--- src/rtl/tgen_pkg.sv ---
package tgen_pkg;
  localparam int ADDR_W = 4;
  localparam int NUM_TIM = 9;
  localparam int SYNC_W = 7;

  localparam logic [ADDR_W-1:0] ADR_CTRL = 4'd0;
  localparam logic [ADDR_W-1:0] ADR_TIM0 = 4'd1;
  localparam logic [ADDR_W-1:0] ADR_SYNC = 4'd10;
  localparam logic [ADDR_W-1:0] ADR_DISP = 4'd11;
  localparam logic [ADDR_W-1:0] ADR_PAN  = 4'd12;

  // index into the timing register array (address minus ADR_TIM0)
  localparam int TI_HTOT = 0;
  localparam int TI_HACT = 1;
  localparam int TI_HSB  = 2;
  localparam int TI_HSE  = 3;
  localparam int TI_VTOT = 4;
  localparam int TI_VACT = 5;
  localparam int TI_VSB  = 6;
  localparam int TI_VSE  = 7;
  localparam int TI_PREF = 8;

  localparam int CB_EN      = 0;
  localparam int CB_REFRESH = 1;
  localparam int DB_BLANK   = 1;

  localparam int SB_SOG     = 0;
  localparam int SB_ALL_OFF = 1;
  localparam int SB_H_INV   = 3;
  localparam int SB_V_INV   = 4;
  localparam int SB_H_OFF   = 5;
  localparam int SB_V_OFF   = 6;
endpackage

--- src/rtl/tgen_regs.sv ---
module tgen_regs
  import tgen_pkg::*;
#(
  parameter int CW = 12,
  parameter int DW = 32,
  parameter int PW = 16,
  parameter int PAN_ALIGN = 3
) (
  input  logic                         clk,
  input  logic                         rst_n,
  input  logic                         wr_en,
  input  logic [ADDR_W-1:0]            wr_addr,
  input  logic [DW-1:0]                wr_data,
  output logic                         en,
  output logic                         refresh,
  output logic [NUM_TIM-1:0][CW-1:0]   tim,
  output logic [SYNC_W-1:0]            sync_cfg,
  output logic                         blank,
  output logic [PW-1:0]                pan_x_stg,
  output logic [PW-1:0]                pan_y_stg
);

  logic unused_wdata;
  assign unused_wdata = ^wr_data;

  always_ff @(posedge clk or negedge rst_n) begin
    if (!rst_n) begin
      en        <= 1'b0;
      refresh   <= 1'b0;
      tim       <= '0;
      sync_cfg  <= '0;
      blank     <= 1'b0;
      pan_x_stg <= '0;
      pan_y_stg <= '0;
    end else if (wr_en) begin
      if (wr_addr == ADR_CTRL) begin
        en      <= wr_data[CB_EN];
        refresh <= wr_data[CB_REFRESH];
      end
      for (int i = 0; i < NUM_TIM; i++) begin
        if (wr_addr == ADR_TIM0 + ADDR_W'(i)) tim[i] <= wr_data[CW-1:0];
      end
      if (wr_addr == ADR_SYNC) sync_cfg <= wr_data[SYNC_W-1:0];
      if (wr_addr == ADR_DISP) blank <= wr_data[DB_BLANK];
      if (wr_addr == ADR_PAN) begin
        pan_x_stg <= {wr_data[DW-1 -: PW-PAN_ALIGN], {PAN_ALIGN{1'b0}}};
        pan_y_stg <= wr_data[PW-1:0];
      end
    end
  end

endmodule

--- src/rtl/tgen_counters.sv ---
module tgen_counters #(
  parameter int CW = 12
) (
  input  logic          clk,
  input  logic          rst_n,
  input  logic          en,
  input  logic [CW-1:0] h_total,
  input  logic [CW-1:0] v_total,
  output logic [CW-1:0] h_cnt,
  output logic [CW-1:0] v_cnt,
  output logic          frame_end
);

  logic [CW-1:0] h_nxt, v_nxt;
  logic          line_end;

  assign line_end  = en && (h_cnt >= h_total);
  assign frame_end = line_end && (v_cnt >= v_total);

  always_comb begin
    h_nxt = h_cnt + 1'b1;
    v_nxt = v_cnt;
    if (!en) begin
      h_nxt = '0;
      v_nxt = '0;
    end else if (line_end) begin
      h_nxt = '0;
      v_nxt = (v_cnt >= v_total) ? '0 : v_cnt + 1'b1;
    end
  end

  always_ff @(posedge clk or negedge rst_n) begin
    if (!rst_n) begin
      h_cnt <= '0;
      v_cnt <= '0;
    end else begin
      h_cnt <= h_nxt;
      v_cnt <= v_nxt;
    end
  end

  AST_H_STEP: assert property (@(posedge clk) disable iff (!rst_n)
    (en && h_cnt < h_total) |=> (h_cnt == $past(h_cnt) + 1'b1));
  AST_H_WRAP: assert property (@(posedge clk) disable iff (!rst_n)
    (en && h_cnt >= h_total) |=> (h_cnt == '0));
  AST_V_STEP: assert property (@(posedge clk) disable iff (!rst_n)
    (en && h_cnt >= h_total && v_cnt < v_total) |=> (v_cnt == $past(v_cnt) + 1'b1));
  AST_HOLD_ZERO: assert property (@(posedge clk) disable iff (!rst_n)
    (!en) |=> (h_cnt == '0 && v_cnt == '0));

endmodule

--- src/rtl/tgen_outputs.sv ---
module tgen_outputs
  import tgen_pkg::*;
#(
  parameter int CW = 12,
  parameter int PW = 16
) (
  input  logic                       clk,
  input  logic                       rst_n,
  input  logic                       en,
  input  logic                       refresh,
  input  logic                       blank,
  input  logic [NUM_TIM-1:0][CW-1:0] tim,
  input  logic [SYNC_W-1:0]          sync_cfg,
  input  logic [CW-1:0]              h_cnt,
  input  logic [CW-1:0]              v_cnt,
  input  logic                       frame_end,
  input  logic [PW-1:0]              pan_x_stg,
  input  logic [PW-1:0]              pan_y_stg,
  output logic                       disp_en,
  output logic                       hsync,
  output logic                       vsync,
  output logic                       sync_on_rgb,
  output logic                       prefetch,
  output logic [PW-1:0]              pan_x,
  output logic [PW-1:0]              pan_y
);

  logic h_raw, v_raw, all_off, pan_load;
  logic [PW-1:0] pan_x_nxt, pan_y_nxt;
  logic unused_sync;

  assign unused_sync = sync_cfg[2];
  assign all_off = sync_cfg[SB_ALL_OFF];

  assign h_raw = en && (h_cnt > tim[TI_HSB]) && (h_cnt <= tim[TI_HSE]);
  assign v_raw = en && (v_cnt > tim[TI_VSB]) && (v_cnt <= tim[TI_VSE]);

  assign hsync = (all_off || sync_cfg[SB_H_OFF]) ? 1'b0 : (h_raw ^ sync_cfg[SB_H_INV]);
  assign vsync = (all_off || sync_cfg[SB_V_OFF]) ? 1'b0 : (v_raw ^ sync_cfg[SB_V_INV]);
  assign sync_on_rgb = sync_cfg[SB_SOG] && !all_off && (h_raw || v_raw);

  assign disp_en = en && refresh && !blank &&
                   (h_cnt <= tim[TI_HACT]) && (v_cnt <= tim[TI_VACT]);
  assign prefetch = en && (h_cnt == tim[TI_PREF]);

  assign pan_load = !en || frame_end;

  always_comb begin
    pan_x_nxt = pan_x;
    pan_y_nxt = pan_y;
    if (pan_load) begin
      pan_x_nxt = pan_x_stg;
      pan_y_nxt = pan_y_stg;
    end
  end

  always_ff @(posedge clk or negedge rst_n) begin
    if (!rst_n) begin
      pan_x <= '0;
      pan_y <= '0;
    end else begin
      pan_x <= pan_x_nxt;
      pan_y <= pan_y_nxt;
    end
  end

  AST_PAN_STABLE: assert property (@(posedge clk) disable iff (!rst_n)
    (en && !frame_end) |=> ($stable(pan_x) && $stable(pan_y)));
  AST_SYNC_ALL_OFF: assert property (@(posedge clk) disable iff (!rst_n)
    all_off |-> (!hsync && !vsync && !sync_on_rgb));
  AST_PREFETCH_SINGLE: assert property (@(posedge clk) disable iff (!rst_n)
    (prefetch && tim[TI_HTOT] != '0 && $stable(tim)) |=> !prefetch);

endmodule

--- src/rtl/disp_tgen.sv ---
module disp_tgen
  import tgen_pkg::*;
#(
  parameter int CW = 12,
  parameter int DW = 32,
  parameter int PAN_ALIGN = 3,
  localparam int PW = DW / 2
) (
  input  logic              clk,
  input  logic              rst_n,
  input  logic              wr_en,
  input  logic [ADDR_W-1:0] wr_addr,
  input  logic [DW-1:0]     wr_data,
  output logic [CW-1:0]     h_count,
  output logic [CW-1:0]     v_count,
  output logic              disp_en,
  output logic              hsync,
  output logic              vsync,
  output logic              sync_on_rgb,
  output logic              prefetch,
  output logic [PW-1:0]     pan_x,
  output logic [PW-1:0]     pan_y
);

  logic [1:0] rst_pipe;
  logic       rst_q_n;

  always_ff @(posedge clk or negedge rst_n) begin
    if (!rst_n) rst_pipe <= '0;
    else        rst_pipe <= {rst_pipe[0], 1'b1};
  end
  assign rst_q_n = rst_pipe[1];

  logic                       en, refresh, blank, frame_end;
  logic [NUM_TIM-1:0][CW-1:0] tim;
  logic [SYNC_W-1:0]          sync_cfg;
  logic [PW-1:0]              pan_x_stg, pan_y_stg;

  tgen_regs #(.CW(CW), .DW(DW), .PW(PW), .PAN_ALIGN(PAN_ALIGN)) u_regs (
    .clk(clk), .rst_n(rst_q_n), .wr_en(wr_en), .wr_addr(wr_addr), .wr_data(wr_data),
    .en(en), .refresh(refresh), .tim(tim), .sync_cfg(sync_cfg), .blank(blank),
    .pan_x_stg(pan_x_stg), .pan_y_stg(pan_y_stg)
  );

  tgen_counters #(.CW(CW)) u_cnt (
    .clk(clk), .rst_n(rst_q_n), .en(en),
    .h_total(tim[TI_HTOT]), .v_total(tim[TI_VTOT]),
    .h_cnt(h_count), .v_cnt(v_count), .frame_end(frame_end)
  );

  tgen_outputs #(.CW(CW), .PW(PW)) u_out (
    .clk(clk), .rst_n(rst_q_n), .en(en), .refresh(refresh), .blank(blank),
    .tim(tim), .sync_cfg(sync_cfg), .h_cnt(h_count), .v_cnt(v_count),
    .frame_end(frame_end), .pan_x_stg(pan_x_stg), .pan_y_stg(pan_y_stg),
    .disp_en(disp_en), .hsync(hsync), .vsync(vsync), .sync_on_rgb(sync_on_rgb),
    .prefetch(prefetch), .pan_x(pan_x), .pan_y(pan_y)
  );

endmodule

--- config.mk ---
export PLATFORM = sky130hd
export DESIGN_NAME = disp_tgen
export DESIGN_NICKNAME = d
export VERILOG_FILES = /design/src/rtl/tgen_pkg.sv /design/src/rtl/tgen_regs.sv /design/src/rtl/tgen_counters.sv /design/src/rtl/tgen_outputs.sv /design/src/rtl/disp_tgen.sv
export SDC_FILE = /design/constraint.sdc
export NUM_CORES = 1
export LEC_CHECK = 0
export ABC_AREA = 1
export CAP_MARGIN = 20
export CORE_ASPECT_RATIO = 0.7
export CORE_UTILIZATION = 55
export DETAILED_ROUTE_END_ITERATION = 10
export MAX_ROUTING_LAYER = met4
export PLACE_DENSITY = 0.77
export SLEW_MARGIN = 20
export SYNTH_ARGS = -nofsm -noshare
export SYNTH_HDL_FRONTEND = slang
export SYNTH_SLANG_ARGS = --single-unit
--- constraint.sdc ---
create_clock -name clk -period 7 [get_ports clk]
set_clock_uncertainty 0.15 [all_clocks]
set_input_delay 1.4 -clock clk [delete_from_list [all_inputs] [get_ports clk]]
set_output_delay 1.4 -clock clk [all_outputs]
set_load 0.02 [all_outputs]
==> run metrics <==
CTS tree=done; cell total after placement=1,522; top cell type's share of synthesized area=47.9%; post-synthesis cell count=1,233; Final Cell Area=0.0123 mm2; detail-routed via count per cell=5.45; worst rel slew slack=41.3%; die width=167 um; initial antenna violation count=0; detailed router's first-iteration violation count=744; routed length per placed instance=16.5 um; critical path class=reg2out; reg2reg setup slack=3.92 ns; P&R area growth vs syn=16.8%; Max-Cap Viols=0; DRT Wirelength=25,700 um; ANT nets after route=0; PostCTS Resize Cnt=0; crit-path max FO=10; max-slew violations=0; Fin. Hold Viols=0; Initial Utilization=57.2%; H-tree Lvls=1; Reg-to-Reg End=u_out.pan_y[3]; n_diodes=0; Max Buffers Root-to-Sink=3; first-pass GRT wire length=42,100 um; Tightest Pin Transition=0.880 ns; Synth area leaders=dfrtp_1, nand2_1, ha_1; Root Driver=clkbuf_16; Post-CTS Repair Setup Buffers=0; CTS sink cnt=201; maximum VDD drop=0.234 mV; PortBufs=93; leading area contributor after synthesis=dfrtp_1; die span in y=118 um; DRC=0; RSZ-0062 raised after global routing=false; status=finished clean; DR pass1 iterations=5; fraction of layout cells with a size suffix above 1=4.76%; largest net degree at the start of global routing=167; Yosys reg bits=201; Tcrit/Tclk final=65.8%; synthesized area=0.0105 mm2; area post-placement=0.0115 mm2; WP data arrival=3.06 ns; crit start category=flip-flop; core footprint=0.0184 mm2; Final Non-Filler Cells=1,560; Yosys warning count=0; Worst R2R Path Depth=10; via count=8,504; origin of the critical flop-to-flop path=u_cnt.v_cnt[8]; Num CTS Buffers=21; Die ar.=0.0197 mm2; worst hold path class=reg2async; Netlist cell types=32; dpl hpwl=17,100 um; crit end category=primary output; total track usage=28.0%; Worst EP required=5.45 ns; fin nets=1,446; post-synthesis sequential area ratio=47.9%; Synth Area per Inst=8.52 um2; CTS clk-pin slew, worst paths=0.06 ns; vias in the first global route=8,163; clk_lat worst skew=0.50 ns; critical path capture point=vsync; Power per Cell Area=300 mW/mm2; hold buffer count at CTS=0; final core utilization=66.8%; Setup-failing EPs final=0; GPL Wtd Cong=0.891; Leak=6.30 nW; I/O pin count=100; final setup TNS=0 ns; FP Rows=41; Critical Path Source=u_cnt.v_cnt[7]; Final Critical Period=4.61 ns; fmax=217 MHz; grt total ovfl=0
[report_power, final]
| group | internal (mW) | switching, mW |
|---|---|---|
| Combinational | 0.393 | 0.561 |
| Sequential | 1.41 | 0.160 |
| Clock | 0.703 | 0.460 |
| Total | 2.51 | 1.18 |
[cell usage after synthesis]
library cell	number
nor4_1	1
a221oi_1	2
nand4_1	18
a31oi_1	1
a21oi_1	44
o21bai_1	3
nand2_2	1
ha_1	98
inv_2	1
buf_4	6
nor3_1	2
nor2_2	4
nand2_1	335
nor2_1	61
xor2_1	18
inv_1	161
and2_1	4
nand4_4	1
o21ai_0	140
conb_1	2
buf_2	8
mux2_1	1
mux2_2	16
xnor2_1	2
o22ai_1	4
o21a_1	2
nand3_1	61
nor3_2	1
buf_6	4
a21o_1	3
clkbuf_1	27
dfrtp_1	201
[state kept, by name (all words and copies together), names as in the netlist, 2 cells and up]
| name | flops |
|---|---|
| u_out.pan_x | 13 |
| u_out.pan_y | 16 |
| u_regs.pan_x_stg | 13 |
| u_cnt.h_cnt | 12 |
| rst_pipe | 2 |
| u_cnt.v_cnt | 12 |
| u_regs.tim | 108 |
| u_regs.sync_cfg | 6 |
| u_regs.pan_y_stg | 16 |
[critical path, stage by stage, from the launching register on]
cell	delay, ns
dfrtp_1	0.55
ha_1	0.41
nand4_1	0.19
nor2_1	0.21
nand4_1	0.11
nand2_1	0.12
nand3_1	0.10
nand2_1	0.07
inv_1	0.04
nor2_1	0.12
clkdlybuf4s50_1	0.63
[placed cells by master (no fill, tap or decap), drive strengths merged]
| cell | count |
|---|---|
| a21oi | 44 |
| nor3 | 3 |
| clkdlybuf4s50 | 93 |
| o21a | 2 |
| nand3 | 61 |
| buf | 3 |
| bufinv | 2 |
| o21bai | 3 |
| nand2 | 336 |
| nand4 | 19 |
| ha | 98 |
| a221oi | 2 |
| clkinv | 2 |
| a31oi | 1 |
| clkinvlp | 1 |
| xnor2 | 2 |
| nor4 | 1 |
| o22ai | 4 |
| and2 | 4 |
| conb | 4 |
| dfrtp | 201 |
| a21o | 3 |
| xor2 | 18 |
| nor2 | 65 |
| inv | 164 |
| o21ai | 140 |
| mux2 | 17 |
| clkbuf | 31 |
[routing by layer]
| metal | part of all wire (%) | GRT usage, % |
|---|---|---|
| met1 | 46 | 40.1 |
| met2 | 44 | 42.0 |
| met3 | 8.1 | 4.40 |
| met4 | 1.9 | 6.36 |
| met5 | 0 | - |
[cells by family (layout without fill, tap and decap cells)]
group / after synthesis / in the layout / share of synthesized area, %
xor gates and xnor gates: 20 / 20 / 1.67
muxes: 17 / 17 / 1.82
adders and majority gates: 98 / 98 / 11.7
DFF: 201 / 201 / 47.9
other: 2 / 4 / 0.0715
and+or+nand+nor: 489 / 489 / 19.1
buffers and inverters: 207 / 296 / 7.99
AOI/OAI and AO/OA: 199 / 199 / 9.80
[cell type report]
| type | instances | area [um2] |
|---|---|---|
| clock buffer | 31 | 633 |
| timing repair buffer | 96 | 966 |
| clock inverter | 7 | 95.1 |
| tap | 236 | 295 |
| fill | 1479 | 6090 |
| multi-input combinational | 827 | 4650 |
| sequential | 201 | 5030 |
| inverter | 162 | 608 |
[metrics by stage]
stage                     power (mW)  hold WS, ns  setup WS (ns)
after floorplan                 2.19        0.181          0.834
after global placement          2.49        0.144           2.96
after detailed placement        2.53        0.149           2.94
after CTS                       3.71        0.156           2.39
after global routing            3.91        0.179           2.24
final                           3.69        0.133           2.39
[how the worst min path moves through the flow]
| stage | end | slack (ns) | cells after the start |
|---|---|---|---|
| final | u_regs.pan_y_stg[14] | 0.13 | 0 |
| after global routing | u_regs.pan_y_stg[15] | 0.18 | 0 |
| after CTS | u_regs.pan_y_stg[15] | 0.16 | 0 |
| after detailed placement | u_regs.pan_y_stg[14] | 0.15 | 0 |
| after global placement | u_regs.pan_y_stg[15] | 0.14 | 0 |
| after floorplan | rst_pipe[1] | 0.18 | 0 |
Power figures use the tool's default switching activity.
